--- config.mk ---
export PLATFORM = sky130hd
export DESIGN_NAME = clkmod_duty_ctrl
export DESIGN_NICKNAME = d
export VERILOG_FILES = /design/src/rtl/clkmod_pkg.sv /design/src/rtl/clkmod_rst_sync.sv /design/src/rtl/clkmod_frame_ctr.sv /design/src/rtl/clkmod_duty_arb.sv /design/src/rtl/clkmod_core_gate.sv /design/src/rtl/clkmod_duty_ctrl.sv
export SDC_FILE = /design/constraint.sdc
export NUM_CORES = 1
export LEC_CHECK = 0
export CORE_MARGIN = 2
export CORE_UTILIZATION = 53
export DETAILED_ROUTE_END_ITERATION = 7
export HOLD_SLACK_MARGIN = 0.08
export PLACE_DENSITY_LB_ADDON = 0.08
export SLEW_MARGIN = 15
export SYNTH_ARGS = -nofsm -noshare
export SYNTH_HDL_FRONTEND = slang
export SYNTH_SLANG_ARGS = --single-unit
--- constraint.sdc ---
create_clock -name clk -period 2.65 [get_ports clk]
set_clock_uncertainty 0.1 [all_clocks]
set_input_delay 0.53 -clock clk [delete_from_list [all_inputs] [get_ports clk]]
set_output_delay 0.53 -clock clk [all_outputs]
set_load 0.01 [all_outputs]
--- src/rtl/clkmod_pkg.sv ---
package clkmod_pkg;

  typedef enum logic [1:0] {
    SRC_NONE = 2'd0,
    SRC_REG  = 2'd1,
    SRC_IO   = 2'd2,
    SRC_TCC  = 2'd3
  } src_e;

  // left shift that scales a code of code_bits to slots of a 2**frame_log2 frame
  function automatic int unsigned slot_shift(input int unsigned frame_log2,
                                             input int unsigned code_bits);
    return frame_log2 - code_bits;
  endfunction

endpackage

--- src/rtl/clkmod_rst_sync.sv ---
module clkmod_rst_sync (
  input  logic clk,
  input  logic rst_n,
  output logic rst_sync_n
);

  logic [1:0] sync_q;
  logic [1:0] sync_d;

  always_comb begin
    sync_d = {sync_q[0], 1'b1};
  end

  always_ff @(posedge clk or negedge rst_n) begin
    if (!rst_n) begin
      sync_q <= 2'b00;
    end else begin
      sync_q <= sync_d;
    end
  end

  assign rst_sync_n = sync_q[1];

endmodule

--- src/rtl/clkmod_frame_ctr.sv ---
module clkmod_frame_ctr #(
  parameter int unsigned FRAME_LOG2 = 4
) (
  input  logic                  clk,
  input  logic                  rst_n,
  output logic [FRAME_LOG2-1:0] slot,
  output logic                  frame_end
);

  logic [FRAME_LOG2-1:0] slot_q;
  logic [FRAME_LOG2-1:0] slot_d;
  logic                  cnt_en;

  assign cnt_en = 1'b1;

  always_comb begin
    slot_d = slot_q;
    if (cnt_en) begin
      slot_d = slot_q + 1'b1;
    end
  end

  always_ff @(posedge clk or negedge rst_n) begin
    if (!rst_n) begin
      slot_q <= '0;
    end else begin
      slot_q <= slot_d;
    end
  end

  assign slot      = slot_q;
  assign frame_end = (slot_q == {FRAME_LOG2{1'b1}});

  AST_FRAME_WRAP: assert property (@(posedge clk) disable iff (!rst_n)
    frame_end |=> (slot == '0)) else $error("frame did not wrap");

  AST_SLOT_STEP: assert property (@(posedge clk) disable iff (!rst_n)
    !frame_end |=> (slot == $past(slot) + 1'b1)) else $error("slot skipped");

endmodule

--- src/rtl/clkmod_duty_arb.sv ---
module clkmod_duty_arb
  import clkmod_pkg::*;
#(
  parameter int unsigned COARSE_BITS = 3,
  parameter int unsigned FRAME_LOG2  = 4
) (
  input  logic                   fine_mode,
  input  logic [COARSE_BITS+1:0] reg_ctrl,
  input  logic                   io_req,
  input  logic [COARSE_BITS-1:0] io_duty,
  input  logic                   tcc_req,
  input  logic [FRAME_LOG2-1:0]  tcc_duty,
  output logic [FRAME_LOG2:0]    duty_slots
);

  localparam int unsigned FINE_BITS = COARSE_BITS + 1;
  localparam int unsigned EN_BIT    = FINE_BITS;
  localparam int unsigned CNT_W     = FRAME_LOG2 + 1;
  localparam int unsigned FRAME_LEN = 1 << FRAME_LOG2;
  localparam int unsigned SH_COARSE = slot_shift(FRAME_LOG2, COARSE_BITS);
  localparam int unsigned SH_FINE   = slot_shift(FRAME_LOG2, FINE_BITS);

  src_e             src;
  logic [CNT_W-1:0] reg_slots;
  logic [CNT_W-1:0] io_slots;
  logic [CNT_W-1:0] tcc_slots;
  logic [CNT_W-1:0] raw_slots;

  // fixed priority: thermal, then legacy I/O, then per-core register
  always_comb begin
    src = SRC_NONE;
    if (tcc_req) begin
      src = SRC_TCC;
    end else if (io_req) begin
      src = SRC_IO;
    end else if (reg_ctrl[EN_BIT]) begin
      src = SRC_REG;
    end
  end

  always_comb begin
    if (fine_mode) begin
      reg_slots = CNT_W'(reg_ctrl[FINE_BITS-1:0]) << SH_FINE;
    end else begin
      reg_slots = CNT_W'(reg_ctrl[FINE_BITS-1:1]) << SH_COARSE;
    end
    io_slots  = CNT_W'(io_duty) << SH_COARSE;
    tcc_slots = CNT_W'(tcc_duty);
  end

  always_comb begin
    unique case (src)
      SRC_TCC:  raw_slots = tcc_slots;
      SRC_IO:   raw_slots = io_slots;
      SRC_REG:  raw_slots = reg_slots;
      default:  raw_slots = '0;
    endcase
    // a zero code (or no source) means the clock is never gated
    if (raw_slots == '0) begin
      duty_slots = CNT_W'(FRAME_LEN);
    end else begin
      duty_slots = raw_slots;
    end
  end

endmodule

--- src/rtl/clkmod_core_gate.sv ---
module clkmod_core_gate #(
  parameter int unsigned FRAME_LOG2 = 4
) (
  input  logic                  clk,
  input  logic                  rst_n,
  input  logic                  frame_end,
  input  logic [FRAME_LOG2-1:0] slot,
  input  logic [FRAME_LOG2:0]   duty_next,
  output logic [FRAME_LOG2:0]   duty_cur,
  output logic                  clk_en
);

  localparam int unsigned CNT_W     = FRAME_LOG2 + 1;
  localparam int unsigned FRAME_LEN = 1 << FRAME_LOG2;

  logic [CNT_W-1:0] duty_q;
  logic [CNT_W-1:0] duty_d;

  always_comb begin
    duty_d = duty_q;
    if (frame_end) begin
      duty_d = duty_next;
    end
  end

  always_ff @(posedge clk or negedge rst_n) begin
    if (!rst_n) begin
      duty_q <= CNT_W'(FRAME_LEN);
    end else begin
      duty_q <= duty_d;
    end
  end

  assign clk_en   = ({1'b0, slot} < duty_q);
  assign duty_cur = duty_q;

  AST_HOLD_MID_FRAME: assert property (@(posedge clk) disable iff (!rst_n)
    !frame_end |=> $stable(duty_q)) else $error("duty moved mid-frame");

  AST_SLOT0_OPEN: assert property (@(posedge clk) disable iff (!rst_n)
    (slot == '0) |-> clk_en) else $error("first slot gated");

  AST_DUTY_RANGE: assert property (@(posedge clk) disable iff (!rst_n)
    (duty_q != '0) && (duty_q <= CNT_W'(FRAME_LEN))) else $error("duty out of range");

endmodule

--- src/rtl/clkmod_duty_ctrl.sv ---
module clkmod_duty_ctrl
  import clkmod_pkg::*;
#(
  parameter int unsigned CORES       = 4,
  parameter int unsigned COARSE_BITS = 3,
  parameter int unsigned FRAME_LOG2  = 4
) (
  input  logic                                clk,
  input  logic                                rst_n,
  input  logic                                fine_mode,
  input  logic [CORES*(COARSE_BITS+2)-1:0]    core_ctrl,
  input  logic                                io_req,
  input  logic [COARSE_BITS-1:0]              io_duty,
  input  logic                                tcc_req,
  input  logic [FRAME_LOG2-1:0]               tcc_duty,
  output logic [CORES-1:0]                    core_clk_en
);

  localparam int unsigned REG_W     = COARSE_BITS + 2;
  localparam int unsigned EN_BIT    = COARSE_BITS + 1;
  localparam int unsigned CNT_W     = FRAME_LOG2 + 1;
  localparam int unsigned FRAME_LEN = 1 << FRAME_LOG2;
  localparam int unsigned SH_COARSE = slot_shift(FRAME_LOG2, COARSE_BITS);

  logic                  rst_sync_n;
  logic [FRAME_LOG2-1:0] slot;
  logic                  frame_end;

  clkmod_rst_sync u_rst_sync (
    .clk        (clk),
    .rst_n      (rst_n),
    .rst_sync_n (rst_sync_n)
  );

  clkmod_frame_ctr #(
    .FRAME_LOG2 (FRAME_LOG2)
  ) u_frame (
    .clk       (clk),
    .rst_n     (rst_sync_n),
    .slot      (slot),
    .frame_end (frame_end)
  );

  for (genvar gi = 0; gi < CORES; gi++) begin : g_core
    logic [REG_W-1:0] reg_field;
    logic [CNT_W-1:0] duty_next;
    logic [CNT_W-1:0] duty_cur;

    assign reg_field = core_ctrl[gi*REG_W +: REG_W];

    clkmod_duty_arb #(
      .COARSE_BITS (COARSE_BITS),
      .FRAME_LOG2  (FRAME_LOG2)
    ) u_arb (
      .fine_mode  (fine_mode),
      .reg_ctrl   (reg_field),
      .io_req     (io_req),
      .io_duty    (io_duty),
      .tcc_req    (tcc_req),
      .tcc_duty   (tcc_duty),
      .duty_slots (duty_next)
    );

    clkmod_core_gate #(
      .FRAME_LOG2 (FRAME_LOG2)
    ) u_gate (
      .clk       (clk),
      .rst_n     (rst_sync_n),
      .frame_end (frame_end),
      .slot      (slot),
      .duty_next (duty_next),
      .duty_cur  (duty_cur),
      .clk_en    (core_clk_en[gi])
    );

    AST_TCC_WINS: assert property (@(posedge clk) disable iff (!rst_sync_n)
      frame_end && tcc_req && (tcc_duty != '0)
      |=> (duty_cur == CNT_W'($past(tcc_duty)))) else $error("thermal duty lost");

    AST_IO_OVER_REG: assert property (@(posedge clk) disable iff (!rst_sync_n)
      frame_end && !tcc_req && io_req && (io_duty != '0)
      |=> (duty_cur == (CNT_W'($past(io_duty)) << SH_COARSE))) else $error("legacy duty lost");

    AST_IDLE_FULL: assert property (@(posedge clk) disable iff (!rst_sync_n)
      frame_end && !tcc_req && !io_req && !reg_field[EN_BIT]
      |=> (duty_cur == CNT_W'(FRAME_LEN))) else $error("idle core gated");
  end

endmodule

After elaboration in Yosys (flattened, before gate mapping)
Cells that the tools add are included.

cells by class
  add/subtract/negate cells = 1
  magnitude comparators = 4
  equal/unequal tests = 13
  multiplexer cells = 24
  reductions and logical operators = 4

operators with widths
  kind                                                                    number
  4-bit one-hot mux with 3 select lines                                   4
  5-bit logical NOT                                                       4
  4-bit by 5-bit less-than comparator with 1-bit output                   4
  5-bit 2-to-1 mux                                                        4
  2-bit equality test (second input constant)                             8
  2-bit 2-to-1 mux                                                        8
  2-bit by 1-bit equality test with 1-bit output (second input constant)  4
  1-bit 2-to-1 mux                                                        8
  4-bit by 1-bit adder with 4-bit output (second input constant)          1
  4-bit equality test (second input constant)                             1

storage, ports and cells
  flip-flop bits (word level) = 26
  bits of input ports = 32
  output and inout port bits = 4
  word-level logic and storage cells = 52

Logic depth before layout (Yosys ltp)
Gate-level depths: netlist of the first run.

  word-level depth = 7
  depth in mapped cells = 6
  mapped depth without buffers = 5

Hierarchy
From an unflattened synthesis of the first run, not the netlist that was laid out.

second synthesis, totals
  cells, all modules = 181
  area, all modules = 1771.7 um^2

by module, submodules not included
  module            times used  cells an instance  area each (um^2)  seq. area each (um^2)
  clkmod_core_gate  4           26                 284.0             126.4
  clkmod_duty_arb   4           16                 107.6             0.0
  clkmod_frame_ctr  1           10                 151.4             100.1
  clkmod_rst_sync   1           3                  53.8              50.0

Worst setup path after synthesis of the first run
Ideal clock, no wire load.

  path type = register to output
  start point = register u_frame.slot_q[1] (netlist: u_frame.slot[1])
  end point = output core_clk_en[0]
  arrival = 1288 ps
  data required time = 2020 ps
  path slack = 732 ps
  stages on the path, launching flop included = 6
  path buffers = 1
  cell sequence = dfrtp_1 -> ha_1 -> a21boi_0 -> o21ai_0 -> a211o_1 -> buf_4

on the way
  word-level cells in the longest chain between the ends = 1

RTL lines
  element                                                line                    text
  from (decl)                                            clkmod_frame_ctr.sv:10  logic [FRAME_LOG2-1:0] slot_q;
  from (signal assigned)                                 clkmod_frame_ctr.sv:27  slot_q <= slot_d;
  4-bit by 5-bit less-than comparator with 1-bit output  clkmod_core_gate.sv:34  assign clk_en = ({1'b0, slot} < duty_q);
  to (decl)                                              clkmod_duty_ctrl.sv:16  output logic [CORES-1:0] core_clk_en

No other way between the ends.

Final worst setup path of the first run
  start point = register u_frame.slot_q[1] (netlist: u_frame.slot[1])
  end point = output core_clk_en[1]

Same word-level chain as after synthesis.

==> metrics.txt, run 1 <==
# TYPE chip_impl_metric gauge
chip_impl_info{name="outcome",value="complete, no violations"} 1
chip_impl_metric{name="groute.usage.overall",unit="%"} 24.1
chip_impl_metric{name="synth_cells",unit=""} 151
chip_impl_metric{name="routedWlPerCell",unit="um"} 16.4
chip_impl_metric{name="die_h",unit="um"} 57.8
chip_impl_metric{name="timing.critical_path.required",unit="ns"} 2.02
chip_impl_metric{name="numPlacedInstances",unit=""} 211
chip_impl_metric{name="via_count",unit=""} 1246
chip_impl_metric{name="ctsLongestPathBuffers",unit=""} 2
chip_impl_metric{name="slowest_delay",unit="ns"} 0.44
chip_impl_metric{name="gp_congestion",unit=""} 0.885
chip_impl_metric{name="remaining_drc_errors",unit=""} 0
chip_impl_metric{name="port-buffer-count",unit=""} 35
chip_impl_info{name="timing.setup.critical_path_class",value="register to output pin"} 1
chip_impl_metric{name="timing.max_slew.rel_slack",unit="%"} 36.8
chip_impl_metric{name="reg2reg_slack",unit="ns"} 0.69
chip_impl_metric{name="cap_violations",unit=""} 0
chip_impl_metric{name="route.detailed.vias_per_inst",unit=""} 5.74
chip_impl_info{name="start_kind",value="register"} 1
chip_impl_metric{name="tns",unit="ns"} 0
chip_impl_metric{name="placementRows",unit=""} 19
chip_impl_metric{name="clock_sinks",unit=""} 26
chip_impl_info{name="layout_common_cells",value="31 x sky130_fd_sc_hd__clkdlybuf4s50_1, 21 x sky130_fd_sc_hd__dfrtp_1, 17 x sky130_fd_sc_hd__nand2_1"} 1
chip_impl_metric{name="slew_of_the_pin_with_the_lowest_slew_margin",unit="ns"} 0.948
chip_impl_metric{name="dieWidth",unit="um"} 57.8
chip_impl_metric{name="netlist-cell-type-count",unit=""} 27
chip_impl_metric{name="nFillCells",unit=""} 212
chip_impl_metric{name="final_report_setup_violation_count",unit=""} 0
chip_impl_metric{name="crit_cells",unit=""} 6
chip_impl_metric{name="vdd.ir_drop.worst",unit="mV"} 0.341
chip_impl_metric{name="worstPathBufferInverterCount",unit=""} 2
chip_impl_metric{name="cts_max_level",unit=""} 1
chip_impl_metric{name="hpwl",unit="mm"} 2.64
chip_impl_metric{name="worstRegToRegCells",unit=""} 6
chip_impl_metric{name="crit_arrival",unit="ns"} 1.92
chip_impl_metric{name="diodes",unit=""} 0
chip_impl_metric{name="grt_remaining_overflow",unit=""} 0
chip_impl_metric{name="maxSlewViolCount",unit=""} 0
chip_impl_metric{name="mappedNetlistArea",unit="um^2"} 1530
chip_impl_info{name="grt_setup_unrepaired",value="false"} 1
chip_impl_info{name="tritoncts",value="yes"} 1
chip_impl_metric{name="detail_route.first_pass.iterations",unit=""} 5
chip_impl_info{name="rr_startpoint",value="u_frame.slot[1]$_DFF_PN0_"} 1
chip_impl_info{name="worst_path_max_delay_cell",value="sky130_fd_sc_hd__dfrtp_2"} 1
chip_impl_metric{name="drt_iter0_drc",unit=""} 39
chip_impl_metric{name="post_layout_cell_count",unit=""} 217
chip_impl_metric{name="post-route-min-period",unit="ns"} 2.55
chip_impl_metric{name="cts-buffers-inserted",unit=""} 3
chip_impl_metric{name="pwrdens",unit="nW/um^2"} 442
chip_impl_metric{name="ys.warnings.count",unit=""} 0
chip_impl_metric{name="synth.avg_cell_area",unit="um^2"} 10.2
chip_impl_metric{name="starting_density_of_the_core",unit="%"} 55.6
chip_impl_metric{name="multi_input_comb_area",unit="um^2"} 786
chip_impl_metric{name="grt_antenna_before_repair",unit=""} 0
chip_impl_metric{name="final_nets",unit=""} 232
chip_impl_metric{name="critical_path_peak_fanout",unit=""} 3
chip_impl_metric{name="synth_seq_area_share",unit="%"} 42.7
chip_impl_metric{name="timing.fmax",unit="MHz"} 392
chip_impl_metric{name="ioPinCount",unit=""} 36
chip_impl_info{name="timing.critical_path.max_delay_family",value="compound AO/OA/AOI/OAI gates"} 1
chip_impl_metric{name="flops_latches_synth",unit=""} 26
chip_impl_metric{name="pin_count_of_the_biggest_net_entering_global_routing",unit=""} 25
chip_impl_info{name="endpoint_kind",value="output pin"} 1
chip_impl_metric{name="cts-hold-fix-buffers",unit=""} 0
chip_impl_metric{name="drive_gt1_share",unit="%"} 16.1
chip_impl_metric{name="static_leakage",unit="nW"} 0.880
chip_impl_metric{name="first_global_vias",unit=""} 1383
chip_impl_info{name="reg2reg_to",value="g_core[0].u_gate.duty_cur[4]$_DFFE_PN1N_"} 1
chip_impl_metric{name="synth_fp_nets",unit=""} 196
chip_impl_info{name="crit_chain",value="buf_4 -> ha_1 -> a21boi_2 -> o21ai_1 -> a211o_1 -> dlygate4sd2_1"} 1
chip_impl_metric{name="clk_pin_slew",unit="ns"} 0.14
chip_impl_metric{name="final.period_utilization",unit="%"} 96.2
chip_impl_metric{name="seqCellArea",unit="um^2"} 657
chip_impl_metric{name="global_route_wire_length_before_repair",unit="mm"} 6.07
chip_impl_info{name="startpoint",value="u_frame.slot[1]$_DFF_PN0_"} 1
chip_impl_info{name="endpoint",value="core_clk_en[1]"} 1
chip_impl_metric{name="layout-area-overhead-vs-synth",unit="%"} 27.2
chip_impl_metric{name="drt_wl_total",unit="mm"} 3.56
chip_impl_metric{name="clk-insertion-delay-late",unit="ns"} 0.32
chip_impl_metric{name="timing_hold_violations_final",unit=""} 0
chip_impl_metric{name="design.die.area",unit="um^2"} 3340
chip_impl_metric{name="ant_nets",unit=""} 0
chip_impl_metric{name="core",unit="um^2"} 2760
chip_impl_metric{name="power.total",unit="mW"} 0.863
chip_impl_info{name="root_buffer",value="sky130_fd_sc_hd__clkbuf_4"} 1
chip_impl_info{name="layout_commonest_cell",value="sky130_fd_sc_hd__clkdlybuf4s50_1"} 1
chip_impl_metric{name="final_util",unit="%"} 70.8
chip_impl_info{name="min-delay-path-class",value="input port to async pin"} 1
==> worst register-to-register path: cells and delay by family (launching register included) <==
family | cells | cell delay (ns)
buffers and inverters | 1 | 0.12
adders and majority gates | 1 | 0.19
AOI/OAI and AO/OA | 2 | 0.57
and+or+nand+nor | 2 | 0.51
DFF | 1 | 0.40
==> flip-flops by register name, summed over array words and instances, names as in the netlist <==
name and cells:
g_core.u_gate.duty_cur 20, u_frame.slot 4, u_rst_sync.sync_q 2
==> worst min path at each step <==
stage | end | slack, ns | cells past startpoint
after floorplan | u_rst_sync.sync_q[0]$_DFF_PN0_ | 0.13 | 0
after global placement | u_rst_sync.sync_q[1]$_DFF_PN0_ | 0.24 | 0
after detailed placement | u_rst_sync.sync_q[1]$_DFF_PN0_ | 0.24 | 0
after CTS | u_rst_sync.sync_q[1]$_DFF_PN0_ | 0.23 | 1
after global routing | u_rst_sync.sync_q[0]$_DFF_PN0_ | 0.23 | 1
final | u_rst_sync.sync_q[1]$_DFF_PN0_ | 0.24 | 1
==> metrics by stage <==
step / setup WS [ns] / area [um^2] / hold WS, ns
floorplan: 0.732 / 1530 / 0.134
global placement: 0.284 / 1880 / 0.236
detailed placement: 0.243 / 1880 / 0.240
CTS: 0.00772 / 1940 / 0.229
global route: 0.00757 / 1950 / 0.229
finish: 0.100 / 1950 / 0.242
==> metal layers <==
| layer | track usage [%] | vias to the layer above | routed length (um) | part of all wire, % |
|---|---|---|---|---|
| met5 | 0 | - | 0 | 0 |
| met4 | 13.0 | 0 | 123 | 3.5 |
| met3 | 2.23 | 15 | 172 | 4.8 |
| met2 | 40.3 | 42 | 1750 | 49 |
| met1 | 30.9 | 599 | 1510 | 42 |
| li1 | - | 590 | - | - |
==> timing repair <==
item | CTS | global route
gates resized for setup | 5 | 8
endpoints found under the setup margin | 4 | 3
buffers inserted | 2 | 0
cloned | 0 | 0
==> cells by family after synthesis <==
family | count (synthesis) | share of synthesized area [%]
adder cells (fa/ha/maj) | 13 | 10.6
AND/OR/NAND/NOR | 38 | 11.6
buffers and inverters | 20 | 6.53
AO/OA/AOI/OAI | 39 | 18.4
XOR/XNOR | 2 | 1.14
flip-flops | 26 | 42.7
multiplexers | 12 | 8.81
other | 1 | 0.244
==> cells in the mapped netlist <==
master	n	area share, %
sky130_fd_sc_hd__mux2_2	12	8.8
sky130_fd_sc_hd__dfstp_2	4	6.9
sky130_fd_sc_hd__buf_6	1	0.73
sky130_fd_sc_hd__nand2_4	1	0.73
sky130_fd_sc_hd__o21a_1	4	2.0
sky130_fd_sc_hd__xor2_1	1	0.57
sky130_fd_sc_hd__o41ai_1	1	0.57
sky130_fd_sc_hd__nor2b_1	7	2.9
sky130_fd_sc_hd__nand2_1	17	4.2
sky130_fd_sc_hd__o21ai_0	4	1.3
sky130_fd_sc_hd__inv_1	13	3.2
sky130_fd_sc_hd__and3_1	1	0.41
sky130_fd_sc_hd__a211o_1	4	2.3
sky130_fd_sc_hd__nor2_1	8	2.0
sky130_fd_sc_hd__o41ai_2	3	3.2
sky130_fd_sc_hd__nand3_1	3	0.98
sky130_fd_sc_hd__o21bai_1	1	0.49
sky130_fd_sc_hd__nor3b_1	1	0.49
sky130_fd_sc_hd__ha_1	13	11
sky130_fd_sc_hd__a21oi_1	15	4.9
sky130_fd_sc_hd__buf_4	4	2.0
sky130_fd_sc_hd__xnor2_1	1	0.57
sky130_fd_sc_hd__a21boi_0	4	2.0
sky130_fd_sc_hd__conb_1	1	0.24
sky130_fd_sc_hd__dfrtp_1	22	36
sky130_fd_sc_hd__a31o_1	3	1.7
sky130_fd_sc_hd__buf_2	2	0.65
==> power by group <==
part           switching [mW]  total, mW  leakage, nW  internal, mW
logic                  0.0609      0.146        0.542        0.0847
registers              0.0195      0.443        0.310         0.424
clock network           0.121      0.274       0.0279         0.153
total                   0.202      0.863        0.880         0.661
==> cell type report <==
type	instances	share of cell area, %
sequential	26	33.7
inverter	13	2.50
multi-input combinational	105	40.3
timing repair buffer	38	18.9
clock buffer	3	1.15
tap	31	1.99
clock inverter	1	1.54
No activity file was read; power rests on OpenSTA's default activity.
==> inputs of run 2 (changes only) <==
Settings changed: TNS_END_PERCENT from default to 50.
==> run 2 against run 1 <==
Against the previous run: wire length up 1.1%; final area is 1.2% lower; highest routed layer unchanged; clock power hardly changed; sequential share of layout area up 0.41 points.
==> metrics.txt, run 2 (synthesized netlist as in run 1, its figures left out) <==
# TYPE chip_impl_metric gauge
chip_impl_metric{name="reg2reg_slack",unit="ns"} 0.70
chip_impl_metric{name="timing.fmax",unit="MHz"} 391
chip_impl_metric{name="cts_max_level",unit=""} 1
chip_impl_info{name="layout_common_cells",value="31 x sky130_fd_sc_hd__clkdlybuf4s50_1, 21 x sky130_fd_sc_hd__dfrtp_1, 17 x sky130_fd_sc_hd__nand2_1"} 1
chip_impl_metric{name="netSwitchingFraction",unit="%"} 23.6
chip_impl_metric{name="nFillCells",unit=""} 217
chip_impl_metric{name="maxSlewViolCount",unit=""} 0
chip_impl_metric{name="timing.max_slew.rel_slack",unit="%"} 36.8
chip_impl_metric{name="place_ws",unit="ns"} 0.243
chip_impl_info{name="rr_startpoint",value="u_frame.slot[1]$_DFF_PN0_"} 1
chip_impl_metric{name="detailed_place.area",unit="um^2"} 1880
chip_impl_info{name="layout_commonest_cell",value="sky130_fd_sc_hd__clkdlybuf4s50_1"} 1
chip_impl_metric{name="power.clock.fraction",unit="%"} 32.0
chip_impl_info{name="outcome",value="complete, no violations"} 1
chip_impl_metric{name="placementRows",unit=""} 19
chip_impl_metric{name="fin_worst_hold_slack",unit="ns"} 0.237
chip_impl_metric{name="post_layout_cell_count",unit=""} 215
chip_impl_metric{name="cts-buffers-inserted",unit=""} 3
chip_impl_metric{name="crit_arrival",unit="ns"} 1.93
chip_impl_metric{name="timing_hold_violations_final",unit=""} 0
chip_impl_metric{name="port-buffer-count",unit=""} 35
chip_impl_metric{name="remaining_drc_errors",unit=""} 0
chip_impl_metric{name="tns",unit="ns"} 0
chip_impl_metric{name="grt_remaining_overflow",unit=""} 0
chip_impl_info{name="timing.setup.critical_path_class",value="register to output pin"} 1
chip_impl_metric{name="power.net_switching",unit="mW"} 0.204
chip_impl_metric{name="diodes",unit=""} 0
chip_impl_metric{name="drt_iter0_drc",unit=""} 38
chip_impl_metric{name="routedWlPerCell",unit="um"} 16.7
chip_impl_info{name="endpoint",value="core_clk_en[0]"} 1
chip_impl_metric{name="grt_antenna_before_repair",unit=""} 0
chip_impl_metric{name="numPlacedInstances",unit=""} 211
chip_impl_metric{name="slowest_delay",unit="ns"} 0.49
chip_impl_metric{name="clk-insertion-delay-late",unit="ns"} 0.33
chip_impl_metric{name="cts-hold-fix-buffers",unit=""} 0
chip_impl_metric{name="combPwrFrac",unit="%"} 16.6
chip_impl_metric{name="critical_path_peak_fanout",unit=""} 6
chip_impl_metric{name="multi_input_comb_area",unit="um^2"} 778
chip_impl_metric{name="vdd.ir_drop.worst",unit="mV"} 0.343
chip_impl_info{name="start_kind",value="register"} 1
chip_impl_metric{name="starting_density_of_the_core",unit="%"} 55.6
chip_impl_metric{name="via_count",unit=""} 1228
chip_impl_info{name="startpoint",value="u_frame.slot[1]$_DFF_PN0_"} 1
chip_impl_metric{name="cap_violations",unit=""} 0
chip_impl_metric{name="ctsLongestPathBuffers",unit=""} 2
chip_impl_metric{name="worstRegToRegCells",unit=""} 5
chip_impl_metric{name="detail_route.first_pass.iterations",unit=""} 7
chip_impl_metric{name="gp_congestion",unit=""} 0.885
chip_impl_info{name="tritoncts",value="yes"} 1
chip_impl_metric{name="die_h",unit="um"} 57.8
chip_impl_metric{name="slew_of_the_pin_with_the_lowest_slew_margin",unit="ns"} 0.949
chip_impl_metric{name="drive_gt1_share",unit="%"} 14.1
chip_impl_metric{name="pwrdens",unit="nW/um^2"} 448
chip_impl_metric{name="power.total",unit="mW"} 0.863
chip_impl_metric{name="clock_sinks",unit=""} 26
chip_impl_metric{name="post-route-min-period",unit="ns"} 2.56
chip_impl_metric{name="internal_dissipation",unit="mW"} 0.660
chip_impl_metric{name="drt_wl_total",unit="mm"} 3.60
chip_impl_metric{name="global_route_wire_length_before_repair",unit="mm"} 6.06
chip_impl_metric{name="first_global_vias",unit=""} 1369
chip_impl_metric{name="groute.usage.overall",unit="%"} 24.0
chip_impl_info{name="worst_path_max_delay_cell",value="sky130_fd_sc_hd__dfrtp_2"} 1
chip_impl_metric{name="clk_pin_slew",unit="ns"} 0.15
chip_impl_metric{name="pin_count_of_the_biggest_net_entering_global_routing",unit=""} 25
chip_impl_info{name="reg2reg_to",value="g_core[0].u_gate.duty_cur[4]$_DFFE_PN1N_"} 1
chip_impl_metric{name="static_leakage",unit="nW"} 0.866
chip_impl_metric{name="finalWorstSetupSlack",unit="ns"} 0.0922
chip_impl_metric{name="core",unit="um^2"} 2760
chip_impl_metric{name="hpwl",unit="mm"} 2.64
chip_impl_info{name="root_buffer",value="sky130_fd_sc_hd__clkbuf_4"} 1
chip_impl_metric{name="seqPwrFrac",unit="%"} 51.3
chip_impl_info{name="crit_chain",value="ha_1 -> a21boi_0 -> o21ai_0 -> a211o_1 -> dlygate4sd2_1"} 1
chip_impl_metric{name="layout-area-overhead-vs-synth",unit="%"} 25.7
chip_impl_metric{name="final_nets",unit=""} 230
chip_impl_metric{name="dieWidth",unit="um"} 57.8
chip_impl_metric{name="route.detailed.vias_per_inst",unit=""} 5.71
chip_impl_metric{name="final.period_utilization",unit="%"} 96.5
chip_impl_metric{name="ant_nets",unit=""} 0
chip_impl_metric{name="largest_reg_flops",unit=""} 20
chip_impl_metric{name="seqCellArea",unit="um^2"} 657
chip_impl_metric{name="ioPinCount",unit=""} 36
chip_impl_metric{name="final_cell_area",unit="um^2"} 1930
chip_impl_info{name="min-delay-path-class",value="input port to async pin"} 1
chip_impl_metric{name="final_report_setup_violation_count",unit=""} 0
chip_impl_metric{name="timing.critical_path.required",unit="ns"} 2.02
chip_impl_info{name="endpoint_kind",value="output pin"} 1
chip_impl_metric{name="design.die.area",unit="um^2"} 3340
chip_impl_metric{name="final_util",unit="%"} 69.9
chip_impl_info{name="grt_setup_unrepaired",value="false"} 1
-- run 2: per-layer routing --
| layer | global-route usage [%] | vias up | wire length, um |
|---|---|---|---|
| met5 | 0 | - | 0 |
| met4 | 13.0 | 0 | 91 |
| met3 | 2.23 | 11 | 180 |
| met2 | 39.8 | 41 | 1770 |
| met1 | 31.1 | 589 | 1550 |
| li1 | - | 587 | - |
-- run 2: worst min path at each step --
stage	startpoint	endpoint	slack, ns	cells past startpoint
2_1_floorplan	rst_n	u_rst_sync.sync_q[0]$_DFF_PN0_	0.13	0
3_3_place_gp	u_rst_sync.sync_q[0]$_DFF_PN0_	u_rst_sync.sync_q[1]$_DFF_PN0_	0.24	0
3_5_place_dp	u_rst_sync.sync_q[0]$_DFF_PN0_	u_rst_sync.sync_q[1]$_DFF_PN0_	0.24	0
4_1_cts	rst_n	u_rst_sync.sync_q[1]$_DFF_PN0_	0.23	1
5_1_grt	rst_n	u_rst_sync.sync_q[0]$_DFF_PN0_	0.23	1
6_report	rst_n	u_rst_sync.sync_q[1]$_DFF_PN0_	0.24	1
-- run 2: cell type report --
cell class	instances	share of cell area, %
well taps	31	2.01
inverters	13	2.53
multi-input cells	105	40.4
clock buffers	3	1.17
clock inverters	1	1.56
repair buffers	36	18.3
flip-flops and latches	26	34.1
-- run 2: critical path, delay by kind of cell (launching register included) --
family	cells	cell delay (ns)
AO/OA/AOI/OAI	3	0.54
adder cells (fa/ha/maj)	1	0.29
buffers and inverters	1	0.28
flip-flops	1	0.49
-- run 2: power groups by stage --
| stage | Clock, mW | Sequential (mW) | Combinational [mW] |
|---|---|---|---|
| 6_report | 0.277 | 0.443 | 0.144 |
| 5_1_grt | 0.292 | 0.448 | 0.159 |
| 4_1_cts | 0.282 | 0.444 | 0.143 |
| 3_5_place_dp | 0 | 0.451 | 0.144 |
| 3_3_place_gp | 0 | 0.449 | 0.141 |
| 2_1_floorplan | 0 | 0.444 | 0.0777 |
-- run 2: repair_timing --
| item | CTS | global route |
|---|---|---|
| setup endpoints to repair | 4 | 2 |
| gates resized for setup | 5 | 2 |
| buffers inserted | 0 | 0 |
